`src/rtl/dxqPkg.sv`:
```
package dxqPkg;
  localparam int IdW   = 5;
  localparam int FlagW = 3;

  localparam logic [7:0] OffCtrl   = 8'h00;
  localparam logic [7:0] OffNextId = 8'h04;
  localparam logic [7:0] OffStart  = 8'h08;
  localparam logic [7:0] OffFlags  = 8'h0C;
  localparam logic [7:0] OffMask   = 8'h10;
  localparam logic [7:0] OffPend   = 8'h14;
  localparam logic [7:0] OffDone   = 8'h18;

  // strobes from register control to the queue datapath
  typedef struct packed {
    logic             push;
    logic             flush;
    logic [FlagW-1:0] flags;
  } ctrlStrb_t;

  // status from the queue datapath back to register control
  typedef struct packed {
    logic           full;
    logic           pop;
    logic [IdW-1:0] nextId;
  } qStat_t;
endpackage

```
`src/rtl/dxqQueue.sv`:
```
module dxqQueue import dxqPkg::*; #(
  parameter int QDepth  = 4,
  parameter int IdCount = 31
) (
  input  logic             clk,
  input  logic             rstN,
  input  ctrlStrb_t        strb,
  input  logic             runEn,
  input  logic             xferAck,
  input  logic             xferDone,
  input  logic [IdW-1:0]   xferDoneId,
  output qStat_t           qStat,
  output logic [31:0]      doneBits,
  output logic             xferReq,
  output logic [IdW-1:0]   xferId,
  output logic [FlagW-1:0] xferFlags
);
  localparam int PtrW = (QDepth > 1) ? $clog2(QDepth) : 1;
  localparam int CntW = $clog2(QDepth + 1);

  logic [IdW-1:0]   idMem [QDepth];
  logic [FlagW-1:0] flMem [QDepth];
  logic [PtrW-1:0]  wrPtr, rdPtr;
  logic [CntW-1:0]  count;
  logic [IdW-1:0]   nextId;
  logic             full, popEvt;

  assign full    = (count == CntW'(QDepth));
  assign xferReq = runEn && (count != '0);
  assign popEvt  = xferReq && xferAck;

  function automatic logic [PtrW-1:0] ptrInc(input logic [PtrW-1:0] p);
    return (p == PtrW'(QDepth - 1)) ? '0 : p + 1'b1;
  endfunction

  always_ff @(posedge clk or negedge rstN) begin
    if (!rstN) begin
      wrPtr  <= '0;
      rdPtr  <= '0;
      count  <= '0;
      nextId <= '0;
    end else if (strb.flush) begin
      wrPtr <= '0;
      rdPtr <= '0;
      count <= '0;
    end else begin
      if (strb.push) begin
        wrPtr  <= ptrInc(wrPtr);
        nextId <= (nextId == IdW'(IdCount - 1)) ? '0 : nextId + 1'b1;
      end
      if (popEvt) rdPtr <= ptrInc(rdPtr);
      count <= count + CntW'(strb.push) - CntW'(popEvt);
    end
  end

  always_ff @(posedge clk) begin
    if (strb.push && !strb.flush) begin
      idMem[wrPtr] <= nextId;
      flMem[wrPtr] <= strb.flags;
    end
  end

  for (genvar g = 0; g < IdCount; g++) begin : gDone
    logic bitQ;
    always_ff @(posedge clk or negedge rstN) begin
      if (!rstN)                                        bitQ <= 1'b0;
      else if (xferDone && xferDoneId == IdW'(g))       bitQ <= 1'b1;
      else if (strb.push && nextId == IdW'(g))          bitQ <= 1'b0;
    end
    assign doneBits[g] = bitQ;
  end
  for (genvar g = IdCount; g < 32; g++) begin : gPad
    assign doneBits[g] = 1'b0;
  end

  assign xferId       = idMem[rdPtr];
  assign xferFlags    = flMem[rdPtr];
  assign qStat.full   = full;
  assign qStat.pop    = popEvt;
  assign qStat.nextId = nextId;


  push_not_full_chk: assert property (@(posedge clk) disable iff (!rstN)
    strb.push |-> !full);

  depth_bound_chk: assert property (@(posedge clk) disable iff (!rstN)
    count <= CntW'(QDepth));

  flush_empties_chk: assert property (@(posedge clk) disable iff (!rstN)
    strb.flush |=> !xferReq);

  id_advance_chk: assert property (@(posedge clk) disable iff (!rstN)
    (strb.push && !strb.flush) |=> (nextId != $past(nextId)));

  done_set_chk: assert property (@(posedge clk) disable iff (!rstN)
    (xferDone && xferDoneId < IdW'(IdCount)) |=> doneBits[$past(xferDoneId)]);
endmodule

```
`src/rtl/dxqRegs.sv`:
```
module dxqRegs import dxqPkg::*; #(
  parameter int AddrW = 8
) (
  input  logic             clk,
  input  logic             rstN,
  input  logic [AddrW-1:0] regAddr,
  input  logic             regWe,
  input  logic [31:0]      regWdata,
  output logic [31:0]      regRdata,
  input  qStat_t           qStat,
  input  logic [31:0]      doneBits,
  input  logic             xferDone,
  output ctrlStrb_t        strb,
  output logic             runEn,
  output logic             irq
);
  logic [2:0]       ctrlQ;
  logic [FlagW-1:0] flagsQ;
  logic [1:0]       maskQ, pendQ;
  logic             wrCtrl, wrStart, wrFlags, wrMask, wrPend;
  logic             wdUnused;

  assign wdUnused = ^regWdata[31:3];

  assign wrCtrl  = regWe && (regAddr == AddrW'(OffCtrl));
  assign wrStart = regWe && (regAddr == AddrW'(OffStart));
  assign wrFlags = regWe && (regAddr == AddrW'(OffFlags));
  assign wrMask  = regWe && (regAddr == AddrW'(OffMask));
  assign wrPend  = regWe && (regAddr == AddrW'(OffPend));

  assign strb.push  = wrStart && regWdata[0] && ctrlQ[0] && !qStat.full;
  assign strb.flush = wrCtrl && !regWdata[0];
  assign strb.flags = flagsQ;
  assign runEn      = ctrlQ[0] && !ctrlQ[1];

  always_ff @(posedge clk or negedge rstN) begin
    if (!rstN) begin
      ctrlQ  <= '0;
      flagsQ <= '0;
      maskQ  <= 2'b11;
      pendQ  <= '0;
    end else begin
      if (wrCtrl)  ctrlQ  <= regWdata[2:0];
      if (wrFlags) flagsQ <= regWdata[FlagW-1:0];
      if (wrMask)  maskQ  <= regWdata[1:0];
      pendQ <= (pendQ & ~(wrPend ? regWdata[1:0] : 2'b00)) | {xferDone, qStat.pop};
    end
  end

  assign irq = |(pendQ & ~maskQ);

  always_comb begin
    regRdata = '0;
    if      (regAddr == AddrW'(OffCtrl))   regRdata = {29'b0, ctrlQ};
    else if (regAddr == AddrW'(OffNextId)) regRdata = {{(32-IdW){1'b0}}, qStat.nextId};
    else if (regAddr == AddrW'(OffStart))  regRdata = {31'b0, qStat.full};
    else if (regAddr == AddrW'(OffFlags))  regRdata = {{(32-FlagW){1'b0}}, flagsQ};
    else if (regAddr == AddrW'(OffMask))   regRdata = {30'b0, maskQ};
    else if (regAddr == AddrW'(OffPend))   regRdata = {30'b0, pendQ};
    else if (regAddr == AddrW'(OffDone))   regRdata = doneBits;
  end


  sot_set_chk: assert property (@(posedge clk) disable iff (!rstN)
    qStat.pop |=> pendQ[0]);

  eot_set_chk: assert property (@(posedge clk) disable iff (!rstN)
    xferDone |=> pendQ[1]);

  w1c_clear_chk: assert property (@(posedge clk) disable iff (!rstN)
    (wrPend && regWdata[0] && !qStat.pop) |=> !pendQ[0]);

  irq_masked_chk: assert property (@(posedge clk) disable iff (!rstN)
    (maskQ == 2'b11) |-> !irq);
endmodule

```
`src/rtl/xferQueueCtrl.sv`:
```
module xferQueueCtrl import dxqPkg::*; #(
  parameter int QDepth  = 4,
  parameter int IdCount = 31,
  parameter int AddrW   = 8
) (
  input  logic             clk,
  input  logic             rstN,
  input  logic [AddrW-1:0] regAddr,
  input  logic             regWe,
  input  logic [31:0]      regWdata,
  output logic [31:0]      regRdata,
  output logic             xferReq,
  output logic [IdW-1:0]   xferId,
  output logic [FlagW-1:0] xferFlags,
  input  logic             xferAck,
  input  logic             xferDone,
  input  logic [IdW-1:0]   xferDoneId,
  output logic             irq
);
  ctrlStrb_t   strb;
  qStat_t      qStat;
  logic [31:0] doneBits;
  logic        runEn;

  dxqRegs #(.AddrW(AddrW)) uRegs (
    .clk(clk), .rstN(rstN), .regAddr(regAddr), .regWe(regWe),
    .regWdata(regWdata), .regRdata(regRdata), .qStat(qStat),
    .doneBits(doneBits), .xferDone(xferDone), .strb(strb),
    .runEn(runEn), .irq(irq)
  );

  dxqQueue #(.QDepth(QDepth), .IdCount(IdCount)) uQueue (
    .clk(clk), .rstN(rstN), .strb(strb), .runEn(runEn), .xferAck(xferAck),
    .xferDone(xferDone), .xferDoneId(xferDoneId), .qStat(qStat),
    .doneBits(doneBits), .xferReq(xferReq), .xferId(xferId),
    .xferFlags(xferFlags)
  );
endmodule

```
`config.mk`:
```
export PLATFORM = sky130hd
export DESIGN_NAME = xferQueueCtrl
export DESIGN_NICKNAME = d
export VERILOG_FILES = /design/src/rtl/dxqPkg.sv /design/src/rtl/dxqQueue.sv /design/src/rtl/dxqRegs.sv /design/src/rtl/xferQueueCtrl.sv
export SDC_FILE = /design/constraint.sdc
export NUM_CORES = 1
export LEC_CHECK = 0
export BUFFER_PORTS_ARGS = -buffer_cell sky130_fd_sc_hd__buf_4
export CAP_MARGIN = 5
export CORE_MARGIN = 5
export CORE_UTILIZATION = 40
export CTS_CLUSTER_DIAMETER = 80
export DETAILED_ROUTE_END_ITERATION = 7
export GPL_ROUTABILITY_DRIVEN = 0
export PLACE_DENSITY = 0.64
export SLEW_MARGIN = 0
export SYNTH_ARGS = -nofsm -noshare
export SYNTH_HDL_FRONTEND = slang
export SYNTH_SLANG_ARGS = --single-unit
```
`constraint.sdc`:
```
create_clock -name clk -period 3.8 [get_ports clk]
set_clock_uncertainty 0.15 [all_clocks]
set_input_delay 0.76 -clock clk [delete_from_list [all_inputs] [get_ports clk]]
set_output_delay 0.76 -clock clk [all_outputs]
set_load 0.01 [all_outputs]
```
==> impl_metrics.yaml <==
run_status:
  status: "finished, final reports clean"
clock_tree:
  path_clk_slew_ns: 0.09
  clockRootBuffer: "clkbuf_8"
  cts_setup_buffers: 0
  cts_made_buffers: 9
  cts_hold_buf: 0
  htreeDepth: 3
  cts_resized: 0
  cts_num_sinks: 85
  insertion_delay_ns: 0.35
  cts_tree: "done"
  clockBufferDepth: 2
placed_design:
  hpwl_um: 6850
  numPortBuffers: 61
  numPlacedInstances: 554
yosys:
  syn_avg_cell_area_um2: 11.4
  ys_ff_latch: 85
  ys_types: 48
  async_reset_ff_share_pct: 62.4
  synth_enable_flop_cells: 32
  synth-seq-area-share_pct: 54.0
  ys.flop_type: "dfrtp_1"
  synthMostInstantiatedCell: "dfrtp_1"
  netlist_top_cells_count: "51 x dfrtp_1, 33 x o21ai_0, 32 x edfxtp_1"
  ys_warn_count: 0
  synth_area_leaders: "dfrtp_1 30%, edfxtp_1 23%, o31ai_1 5.1%"
  synth_nets: 435
  synth_top_area_cell: "dfrtp_1"
  syn_area_um2: 4240
  netlist.area_leader.share_pct: 30.1
  synthCells: 372
worst_setup_path:
  cp.required_ns: 2.89
  r2r_cells: 9
  critPathKind: "in -> out"
  reg2reg_slack_ns: 1.01
  end_kind: "output port"
  path_max_fanout: 28
  crit_arrival_ns: 2.45
  critPathLaunchType: "primary input"
timing:
  fin_crit_sh_pct: 88.5
  rsz0062_at_grt: "false"
  setup_violations: 0
  hold_viol_final: 0
  worstMarginPinSlew_ns: 0.926
  drv_slew: 0
  fmax_ghz: 0.297
  period_needed_ns: 3.36
  relSlewSlack_pct: 37.7
  fin_setup_tns_ns: 0
  hold-worst-slack_ns: 0.296
routing:
  ant_nets: 0
  vias: 3087
  firstDrtPassIters: 4
  wl_per_cell_um: 17.0
  drt-vias-per-instance: 5.42
  drc: 0
  routed_wl_um: 9680
  drtIter0Drc: 180
global_routing:
  grt_first_pass_wirelength_um: 16600
  grt_use_total_pct: 16.1
  grtUsageMet3_pct: 2.99
  grtUsageMet1_pct: 22.7
  grt_pass1_vias: 3299
  grt_util_met2_pct: 25.2
  grt_overflow: 0
  antenna_found_initial: 0
  grt_max_degree: 54
  busiest_layer: "met2"
job:
  cap_violations: 0
floorplan:
  start_util_pct: 41.1
  io_pins: 92
  core-area_um2: 10300
  rows: 37
  die_w_um: 113
  die_h_um: 113
  die_area_um2: 12800
final_layout:
  final_cells: 570
  syn_to_final_growth_pct: 17.7
  drive_gt1_share_pct: 24.7
  nets: 492
  n_antenna_cell: 0
power:
  ir_drop_mv: 0.178
  power.leakage_nw: 1.98
  powerDensity_nw_per_um2: 440
min_path:
  min_path_type: "in -> async"
[area by class of cell]
type                       count  area (µm²)
timing repair buffer          67         503
clock inverter                 7        50.0
clock buffer                   9         124
inverter                      21        78.8
fill                         985        5330
sequential                    85        2290
multi-input combinational    245        1780
tap                          136         170
[cell families (layout without fill, tap and decap cells)]
kind of cell	count (synthesis)	after routing	share of synthesized area (%)
compound gates	92	92	14.7
xor+xnor	2	2	0.413
fa+ha+maj	13	13	4.01
buf+inv	42	104	4.13
flops	85	85	54.0
mux	17	17	6.57
other cells	1	1	0.0884
simple gates	120	120	16.1
[report_power, final]
group | leakage (nW) | internal, mW | switching (mW)
combinational | 0.983 | 0.258 | 0.197
sequential | 0.917 | 1.06 | 0.114
clock | 0.0832 | 0.238 | 0.332
[per-layer routing]
metal,vias to the layer above,routed length (µm),part of all wire [%]
li1,1477,-,-
met1,1533,4530,47
met2,67,4660,48
met3,10,359,3.7
met4,0,129,1.3
met5,-,0,0
[stage by stage]
| step | area [µm²] | setup slack (ns) | util [%] | power (mW) |
|---|---|---|---|---|
| 3_5_place_dp | 4820 | 0.275 | 46.7 | 1.65 |
| 4_1_cts | 4990 | 0.436 | 48.4 | 2.23 |
| 3_3_place_gp | 4820 | 0.309 | 46.7 | 1.64 |
| 5_1_grt | 4990 | 0.293 | 48.4 | 2.34 |
| 2_1_floorplan | 4240 | 0.263 | - | 1.47 |
| 6_report | 4990 | 0.437 | 48.4 | 2.20 |
[state kept, by name, indices dropped and copies added (netlist names)]
name	count
uQueue.gDone.bitQ	31
uQueue.idMem	20
uQueue.flMem	12
uQueue.nextId	5
uQueue.count	3
uRegs.ctrlQ	3
uRegs.flagsQ	3
uQueue.rdPtr	2
uQueue.wrPtr	2
uRegs.maskQ	2
uRegs.pendQ	2
[worst paths after layout]
kind	to	startpoint
worst min register to register	uRegs.pendQ[1]	uRegs.pendQ[1]
min in group clk	uRegs.pendQ[1]	uRegs.pendQ[1]
worst max-delay path	regRdata[4]	regAddr[5]
max in group asynchronous	uRegs.flagsQ[1]	rstN
worst min-delay path	uQueue.gDone[17].bitQ	rstN
worst max register to register	uQueue.count[2]	uQueue.count[2]
[placed cells by master (no fill, tap or decap), types with 2 or more instances in the layout]
master      count
o31ai_1        29
mux2i_1         2
nand4_1         2
nand2b_1       13
nand3_1         7
or2_2           3
o21ai_0        33
nor3_1          6
nand2_1        24
o21ai_1         2
ha_1           12
dfrtp_1        51
nor2_1         11
clkinv_4        2
and2_1         28
a22o_1          3
o41ai_1         3
xnor2_1         2
mux4_2          8
nand3b_1        2
o41ai_2         4
dfstp_2         2
nand4b_1        3
nor4_1          3
or3_1           3
inv_1          21
clkbuf_8        9
and3_1          2
a21o_1          2
clkinvlp_4      2
edfxtp_1       32
a21oi_1         9
o22ai_1         2
mux2_2          7
buf_4          67
or4_1           4
nor2b_1         5
[worst max-delay path, stage by stage]
cell and delay, ns:
buf_4 0.11, or3_1 0.44, or2_2 0.40, nor4_4 0.14, buf_4 0.27, a22o_1 0.20
buf_4 0.13
(Power assumes the default switching activity.)
